===== src/rtl/exc_pkg.sv =====
package exc_pkg;

  localparam int CODE_W   = 2;
  localparam int GRP_W    = 4;
  localparam int REGNUM_W = 5;
  localparam int NUM_SRC  = 4;

  typedef enum logic [CODE_W-1:0] {
    EXC_INT  = 2'd0,
    EXC_IBUS = 2'd1,
    EXC_OVF  = 2'd2,
    EXC_SYS  = 2'd3
  } exc_code_e;

  localparam logic [REGNUM_W-1:0] RN_STATUS = 5'd12;
  localparam logic [REGNUM_W-1:0] RN_CAUSE  = 5'd13;
  localparam logic [REGNUM_W-1:0] RN_EPC    = 5'd14;

  // Enable bit of a source inside one status group: code 0 -> bit 3 ... code 3 -> bit 0
  function automatic int unsigned en_bit(exc_code_e c);
    return GRP_W - 1 - int'(c);
  endfunction

endpackage


===== src/rtl/exc_event_sel.sv =====
module exc_event_sel
  import exc_pkg::*;
(
  input  logic              ev_int,
  input  logic              ev_ibus,
  input  logic              ev_ovf,
  input  logic              ev_sys,
  input  logic [GRP_W-1:0]  en_grp,
  output logic              take,
  output exc_code_e         code
);

  // Highest precedence first
  localparam exc_code_e PRIO [NUM_SRC] = '{EXC_IBUS, EXC_OVF, EXC_SYS, EXC_INT};

  logic [NUM_SRC-1:0] elig;

  always_comb begin
    elig                 = '0;
    elig[int'(EXC_INT)]  = ev_int & en_grp[en_bit(EXC_INT)];
    elig[int'(EXC_IBUS)] = ev_ibus;
    elig[int'(EXC_OVF)]  = ev_ovf;
    elig[int'(EXC_SYS)]  = ev_sys;
  end

  always_comb begin
    take = 1'b0;
    code = EXC_INT;
    for (int i = NUM_SRC - 1; i >= 0; i--) begin
      if (elig[int'(PRIO[i])]) begin
        take = 1'b1;
        code = PRIO[i];
      end
    end
  end

endmodule


===== src/rtl/exc_csr_bank.sv =====
module exc_csr_bank
  import exc_pkg::*;
#(
  parameter int DATA_W = 32
) (
  input  logic                clk,
  input  logic                rst,
  input  logic                take,
  input  exc_code_e           code,
  input  logic [DATA_W-1:0]   cur_pc,
  input  logic                ret,
  input  logic                we,
  input  logic [REGNUM_W-1:0] waddr,
  input  logic [DATA_W-1:0]   wdata,
  output logic [DATA_W-1:0]   status_q,
  output logic [CODE_W-1:0]   cause_q,
  output logic [DATA_W-1:0]   epc_q
);

  always_ff @(posedge clk) begin
    if (rst) begin
      status_q <= '0;
      cause_q  <= '0;
      epc_q    <= '0;
    end else if (take) begin
      status_q <= status_q << GRP_W;
      cause_q  <= code;
      epc_q    <= cur_pc;
    end else begin
      if (we) begin
        case (waddr)
          RN_STATUS: status_q <= wdata;
          RN_CAUSE:  cause_q  <= wdata[CODE_W-1:0];
          RN_EPC:    epc_q    <= wdata;
          default:   ;
        endcase
      end
      // later assignment wins over a same-cycle status write
      if (ret) status_q <= status_q >> GRP_W;
    end
  end

endmodule


===== src/rtl/exc_redirect.sv =====
module exc_redirect #(
  parameter int                DATA_W       = 32,
  parameter logic [DATA_W-1:0] HANDLER_ADDR = 'h4
) (
  input  logic              clk,
  input  logic              rst,
  input  logic              take,
  input  logic              ret,
  input  logic [DATA_W-1:0] epc_q,
  output logic              redirect,
  output logic [DATA_W-1:0] next_pc
);

  always_ff @(posedge clk) begin
    if (rst) begin
      redirect <= 1'b0;
      next_pc  <= '0;
    end else begin
      redirect <= take | ret;
      if (take)     next_pc <= HANDLER_ADDR;
      else if (ret) next_pc <= epc_q;
    end
  end

endmodule


===== src/rtl/exc_ctrl_unit.sv =====
module exc_ctrl_unit
  import exc_pkg::*;
#(
  parameter int                DATA_W       = 32,
  parameter logic [DATA_W-1:0] HANDLER_ADDR = 'h4
) (
  input  logic                clk,
  input  logic                rst,
  input  logic                ev_int,
  input  logic                ev_ibus,
  input  logic                ev_ovf,
  input  logic                ev_sys,
  input  logic [DATA_W-1:0]   cur_pc,
  input  logic                ret_cmd,
  input  logic [REGNUM_W-1:0] cp_addr,
  input  logic                cp_we,
  input  logic [DATA_W-1:0]   cp_wdata,
  output logic [DATA_W-1:0]   cp_rdata,
  output logic [DATA_W-1:0]   next_pc,
  output logic                redirect
);

  logic              take;
  exc_code_e         code;
  logic [DATA_W-1:0] status_q;
  logic [CODE_W-1:0] cause_q;
  logic [DATA_W-1:0] epc_q;

  exc_event_sel u_sel (
    .ev_int  (ev_int),
    .ev_ibus (ev_ibus),
    .ev_ovf  (ev_ovf),
    .ev_sys  (ev_sys),
    .en_grp  (status_q[GRP_W-1:0]),
    .take    (take),
    .code    (code)
  );

  exc_csr_bank #(.DATA_W(DATA_W)) u_bank (
    .clk      (clk),
    .rst      (rst),
    .take     (take),
    .code     (code),
    .cur_pc   (cur_pc),
    .ret      (ret_cmd),
    .we       (cp_we),
    .waddr    (cp_addr),
    .wdata    (cp_wdata),
    .status_q (status_q),
    .cause_q  (cause_q),
    .epc_q    (epc_q)
  );

  exc_redirect #(.DATA_W(DATA_W), .HANDLER_ADDR(HANDLER_ADDR)) u_redir (
    .clk      (clk),
    .rst      (rst),
    .take     (take),
    .ret      (ret_cmd),
    .epc_q    (epc_q),
    .redirect (redirect),
    .next_pc  (next_pc)
  );

  // Registered read port
  always_ff @(posedge clk) begin
    if (rst) begin
      cp_rdata <= '0;
    end else begin
      case (cp_addr)
        RN_STATUS: cp_rdata <= status_q;
        RN_CAUSE:  cp_rdata <= {{(DATA_W-CODE_W){1'b0}}, cause_q};
        RN_EPC:    cp_rdata <= epc_q;
        default:   cp_rdata <= '0;
      endcase
    end
  end

endmodule


===== config.mk =====
export PLATFORM = sky130hd
export DESIGN_NAME = exc_ctrl_unit
export DESIGN_NICKNAME = d
export VERILOG_FILES = /design/src/rtl/exc_pkg.sv /design/src/rtl/exc_event_sel.sv /design/src/rtl/exc_csr_bank.sv /design/src/rtl/exc_redirect.sv /design/src/rtl/exc_ctrl_unit.sv
export SDC_FILE = /design/constraint.sdc
export NUM_CORES = 1
export LEC_CHECK = 0
export ABC_AREA = 1
export BUFFER_PORTS_ARGS = -buffer_cell sky130_fd_sc_hd__buf_2
export CORE_ASPECT_RATIO = 0.5
export CORE_MARGIN = 4
export CORE_UTILIZATION = 57
export CTS_CLUSTER_SIZE = 14
export DETAILED_ROUTE_END_ITERATION = 6
export PLACE_DENSITY_LB_ADDON = 0.12
export SYNTH_ARGS = -nofsm -noshare
export SYNTH_HDL_FRONTEND = slang
export SYNTH_SLANG_ARGS = --single-unit

===== constraint.sdc =====
create_clock -name clk -period 3.2 [get_ports clk]
set_input_delay 0 -clock clk [delete_from_list [all_inputs] [get_ports clk]]
set_output_delay 0 -clock clk [all_outputs]
set_load 0.05 [all_outputs]

# Word-level counts from Yosys, hierarchy flattened
# Index checks and enable logic that the tools add are counted.
# op_classes
eq_ne	3
multipliers	0
n_shift	0
mux	20
n_bitwise	2
reduce_logical	13
add_sub_neg	0
div_mod_pow	0
magnitude_cmp	0
# op_table
cell	n
$mux W32	7
$pmux W32 S3	1
$eq A5 B4 Y1 const B	3
$mux W2	6
$reduce_bool A2 Y1	6
$reduce_and A2 Y1	4
$mux W3	2
$reduce_bool A3 Y1	2
$mux W1	4
$reduce_or A2 Y1	1
$and A1 B1 Y1	1
$or A1 B1 Y1	1
# word_totals
ramBits	0
input_bits	77
output_inout_bits	65
ff_bits	131
latchBits	0
word_cells	46
rom_bits	0
memories	0

# Depth between registers and ports, before layout
# depth
depth_word	7
depth_mapped	8
mapped_depth_nobuf	7

# Cells and area by module
# A second synthesis with hierarchy kept.
# unflattened
cells_unflattened	895
hier_area_um2	6493.7
# by_module_without_submodules
module	n_inst	cells_each	area_per_inst_um2	seq_area_each_um2
exc_csr_bank	1	583	3837.4	1321.3
exc_ctrl_unit	1	158	1337.5	640.6
exc_redirect	1	147	1283.7	660.6
exc_event_sel	1	7	35.0	0.0

# Worst setup path before layout
# OpenSTA, ideal clock, no wires.
# synth_timing
path_kind	reg2reg
from	register u_bank.status_q[3]
to	register u_bank.epc_q[20]
t_required_ns	3.088
path_buffers	2
stages_incl_launch_ff	9
synth_period_minus_slack_ns	1.187
arrival_ns	1.076
setup_ns	0.112
setup_slack_ns	2.013
path_cell_list	dfxtp_1 > nand2_4 > nand3_4 > buf_4 > buf_4 > nand2_1 > o21ai_0 > nor2_1 > nor2_1
# synth_via
elab_chain_cells	7
elab_cells_between_ends	9
classes_between	5 x mux; 1 x bitwise; 3 x reduce/logical
# synth_lines
element	line_no	source
from (decl)	exc_csr_bank.sv:15	output logic [DATA_W-1:0] status_q,
from (signal assigned)	exc_csr_bank.sv:26	status_q <= status_q << GRP_W;
from (signal assigned)	exc_csr_bank.sv:32	RN_STATUS: status_q <= wdata;
from (signal assigned)	exc_csr_bank.sv:39	if (ret) status_q <= status_q >> GRP_W;
$and A1 B1 Y1 *	exc_event_sel.sv:20	elig[int'(EXC_INT)] = ev_int & en_grp[en_bit(EXC_INT)];
$mux W1 * (4 in series)	exc_event_sel.sv:30	if (elig[int'(PRIO[i])]) begin
$reduce_bool A2 Y1 (no source line)	--	
$reduce_and A2 Y1 (no source line)	--	
to (signal assigned)	exc_csr_bank.sv:28	epc_q <= cur_pc;
to (signal assigned)	exc_csr_bank.sv:34	RN_EPC: epc_q <= wdata;
to (decl)	exc_csr_bank.sv:17	output logic [DATA_W-1:0] epc_q
# Every way passes the cells marked *; elsewhere a longest branch is shown, timed or not.
# A chain may end at the register's enable or synchronous reset.

# Worst setup path in the final report
# layout_timing
from	register u_bank.status_q[3]
to	register u_bank.epc_q[28]
# Same word-level chain as after synthesis.

==> impl_results.md <==
* Total wire length at 20,300 µm
* Ant. Diodes at 0
* DP HPWL at 12,700 µm
* Mapped cell area at 0.00637 mm²
* Worst Max-Slew Pin Slew at 1180 ps
* Leak at 3.65 nW
* Total congestion overflow at 0
* Layout Cells excl Fill at 1,257
* Avg Vias per Cell at 5.54
* IO Port Bufs at 141
* Clock buffer depth at 2
* Max-cap violations at 0
* Util after Layout at 75.1%
* Area Overhead vs Synth at 24.3%
* CP endpoint: u_bank.epc_q[28]
* Sequential area share after synthesis at 41.2%
* Setup Viol. Count Final at 0
* Post-route cell area at 0.00792 mm²
* FF-to-FF Start: u_bank.status_q[3]
* Max-slew headroom at 21.6%
* Sequential cell area at 0.00262 mm²
* Clock buffer count from CTS at 17
* Tightest Hold Check Type: input pin to register
* Dpl ws at 1230 ps
* # nets final at 1,181
* Max Slew Vio Count at 0
* Final Hold Viols at 0
* PwrDens at 510 mW/mm²
* Vias in the first global route at 6,546
* Root Driver: clkbuf_16
* Setup TNS at 0 ps
* Largest net degree at the start of global routing at 66
* Total power at 4.04 mW
* Ys Warns at 0
* Area of the core at 0.0105 mm²
* First-pass GRT wire length at 32,400 µm
* R2R Path End: u_bank.epc_q[28]
* DR vias at 6,970
* Critical path class: register to register
* Register bit total from synthesis at 131
* Max IR drop VDD at 0.316 mV
* CP Depth at 9
* Initial antenna violation count at 0
* Post-CTS Setup Inserts at 0
* Slowest stage cell, crit path: dlygate4sd3_1
* Family with the most delay on the worst path: buffers and inverters
* Clock transition at path regs at 60 ps
* Top cells by area, synth: dfxtp_1, nand2_1, nand3_1
* DIE AREA at 0.0130 mm²
* Worst EP arrival at 2830 ps
* Fmax at 0.403 GHz
* Routed length per instance at 16.1 µm
* DP Cell Count at 1,187
* Post-synth top area share at 41.2%
* DIE HEIGHT at 82.7 µm
* Synth area leader: dfxtp_1
* Worst EP required at 3550 ps
* Fin crit share at 77.6%
* Crit-path max cell delay at 550 ps
* Net count after synthesis at 1,042
* Fillers at 878
* PnR worst setup slack at 717 ps
* Site Rows at 26
* Fraction of layout cells with a size suffix above 1 at 18.3%
* WP buf/inv at 2
* DRC errors left at 0
* Worst Setup Start Kind: register
* Clock sinks at 131
* Post-route ant nets at 0
* Initial drt markers at 888
* H-tree depth at 4
* CTS tree: yes
* RSZ-0062 raised after global routing: no
* Run status: finished clean
* Minimum clock period at 2480 ps
* Crit. Startpoint: u_bank.status_q[3]
* Reg2reg setup slack at 720 ps
* DRT Pass-1 Iters at 6
* CP Cell Sequence: nand2_4, nand2_2, nor2_4, buf_4, nand2_1, nand2_1, dlygate4sd3_1, nor2_1, nor2_1
* Multi-input logic area at 0.00312 mm²
* Netlist cell types at 24
* GP Congestion at 0.880
* Initial Utilization at 60.4%
* Post-CTS Hold Fix Bufs at 38
* Area after DPL at 0.00698 mm²
* Gr usage total at 31.6%
* CP max FO at 43
* Gates resized, CTS repair at 0
* R2R depth at 9
* Skew-Pair Late Insertion Delay at 420 ps
* Clock Skew at 7.50 ps
* Syn avg cell area at 6.60 µm²
* Synthesized netlist cell count at 965
* Critical Path End Type: register
* Hold slack at 4.53 ps
* IO Count at 142
* Die span in x at 157 µm
-- area by class of cell --
type	count	area share (%)
multi-input cells	692	39.5
clock inverters	13	1.41
clock buffers	19	5.60
repair buffers	190	14.8
inverters	72	3.41
flip-flops and latches	131	33.1
well taps	140	2.21
-- worst register-to-register path, cell delays in order (launching register included) --
cell and delay, ps:
dfxtp_1 350, nand2_4 100, nand2_2 70, nor2_4 400, buf_4 530, nand2_1 160
nand2_1 100, dlygate4sd3_1 560, nor2_1 50, nor2_1 110
-- cells in the final DEF, fill, tap and decap left out, types with 2 or more instances in the layout --
cell type / Yosys / routed
nand4_1: 3 / 3
nand3b_1: 34 / 34
clkinv_4: 0 / 2
o21ai_1: 8 / 8
nand2_2: 2 / 2
o21ai_0: 56 / 56
inv_1: 64 / 64
buf_4: 5 / 11
nand3_1: 97 / 97
nand3_2: 2 / 2
nor2_1: 129 / 129
nand2_1: 281 / 281
nor2_4: 4 / 5
clkbuf_16: 0 / 17
buf_2: 34 / 141
a21oi_1: 70 / 70
clkinvlp_4: 0 / 4
clkinv_2: 0 / 5
inv_2: 7 / 7
nand2_4: 2 / 2
dlygate4sd3_1: 0 / 38
dfxtp_1: 131 / 131
-- cells by family after synthesis --
kind of cell    share of synthesized area (%)
buf+inv                                  9.81
compound gates                           10.5
flops                                    41.2
simple gates                             38.5
-- sequential cells by signal, summed over array words and instances (netlist names) --
register	cells
u_bank.epc_q	32
cp_rdata	32
u_redir.next_pc	32
u_bank.status_q	32
u_redir.redirect	1
u_bank.cause_q	2
-- worst min-delay path by stage --
stage                               end         start  cells past startpoint  slack [ps]
floorplan             u_bank.cause_q[0]       ev_ibus                      4         220
global placement        u_bank.epc_q[9]     cur_pc[9]                      5         320
detailed placement     u_bank.epc_q[23]    cur_pc[23]                      5         330
CTS                     u_bank.epc_q[4]   cp_wdata[4]                      5         0.8
global route        u_bank.status_q[30]  cp_wdata[30]                      5          30
finish              u_bank.status_q[28]  cp_wdata[28]                      5           5
-- report_power, final --
part           switching [mW]  total, mW  internal [mW]
clock network           0.751       1.84           1.08
logic                   0.292      0.466          0.175
registers              0.0507       1.74           1.69
-- Yosys cell counts --
library cell  number
nand2_2            2
buf_6              4
o21ai_1            8
nand3_1           97
nand3b_1          34
nand3_4            1
clkinv_1           1
inv_2              7
a21oi_1           70
clkbuf_1          21
nand2_1          281
inv_1             64
o21ai_0           56
nor2_4             4
nor2_2             2
nor2_8             1
nand3_2            2
dfxtp_1          131
nand4_1            3
nand2_4            2
buf_1              6
buf_4              5
nor2_1           129
buf_2             34
-- layer usage --
| layer | track usage [%] | routed length, µm | vias up |
|---|---|---|---|
| met5 | 0 | 0 | - |
| met4 | 11.8 | 511 | 0 |
| met3 | 6.72 | 2060 | 58 |
| met2 | 54.7 | 9400 | 397 |
| met1 | 39.4 | 8280 | 3176 |
| li1 | - | - | 3339 |
Power figures use the tool's default switching activity.
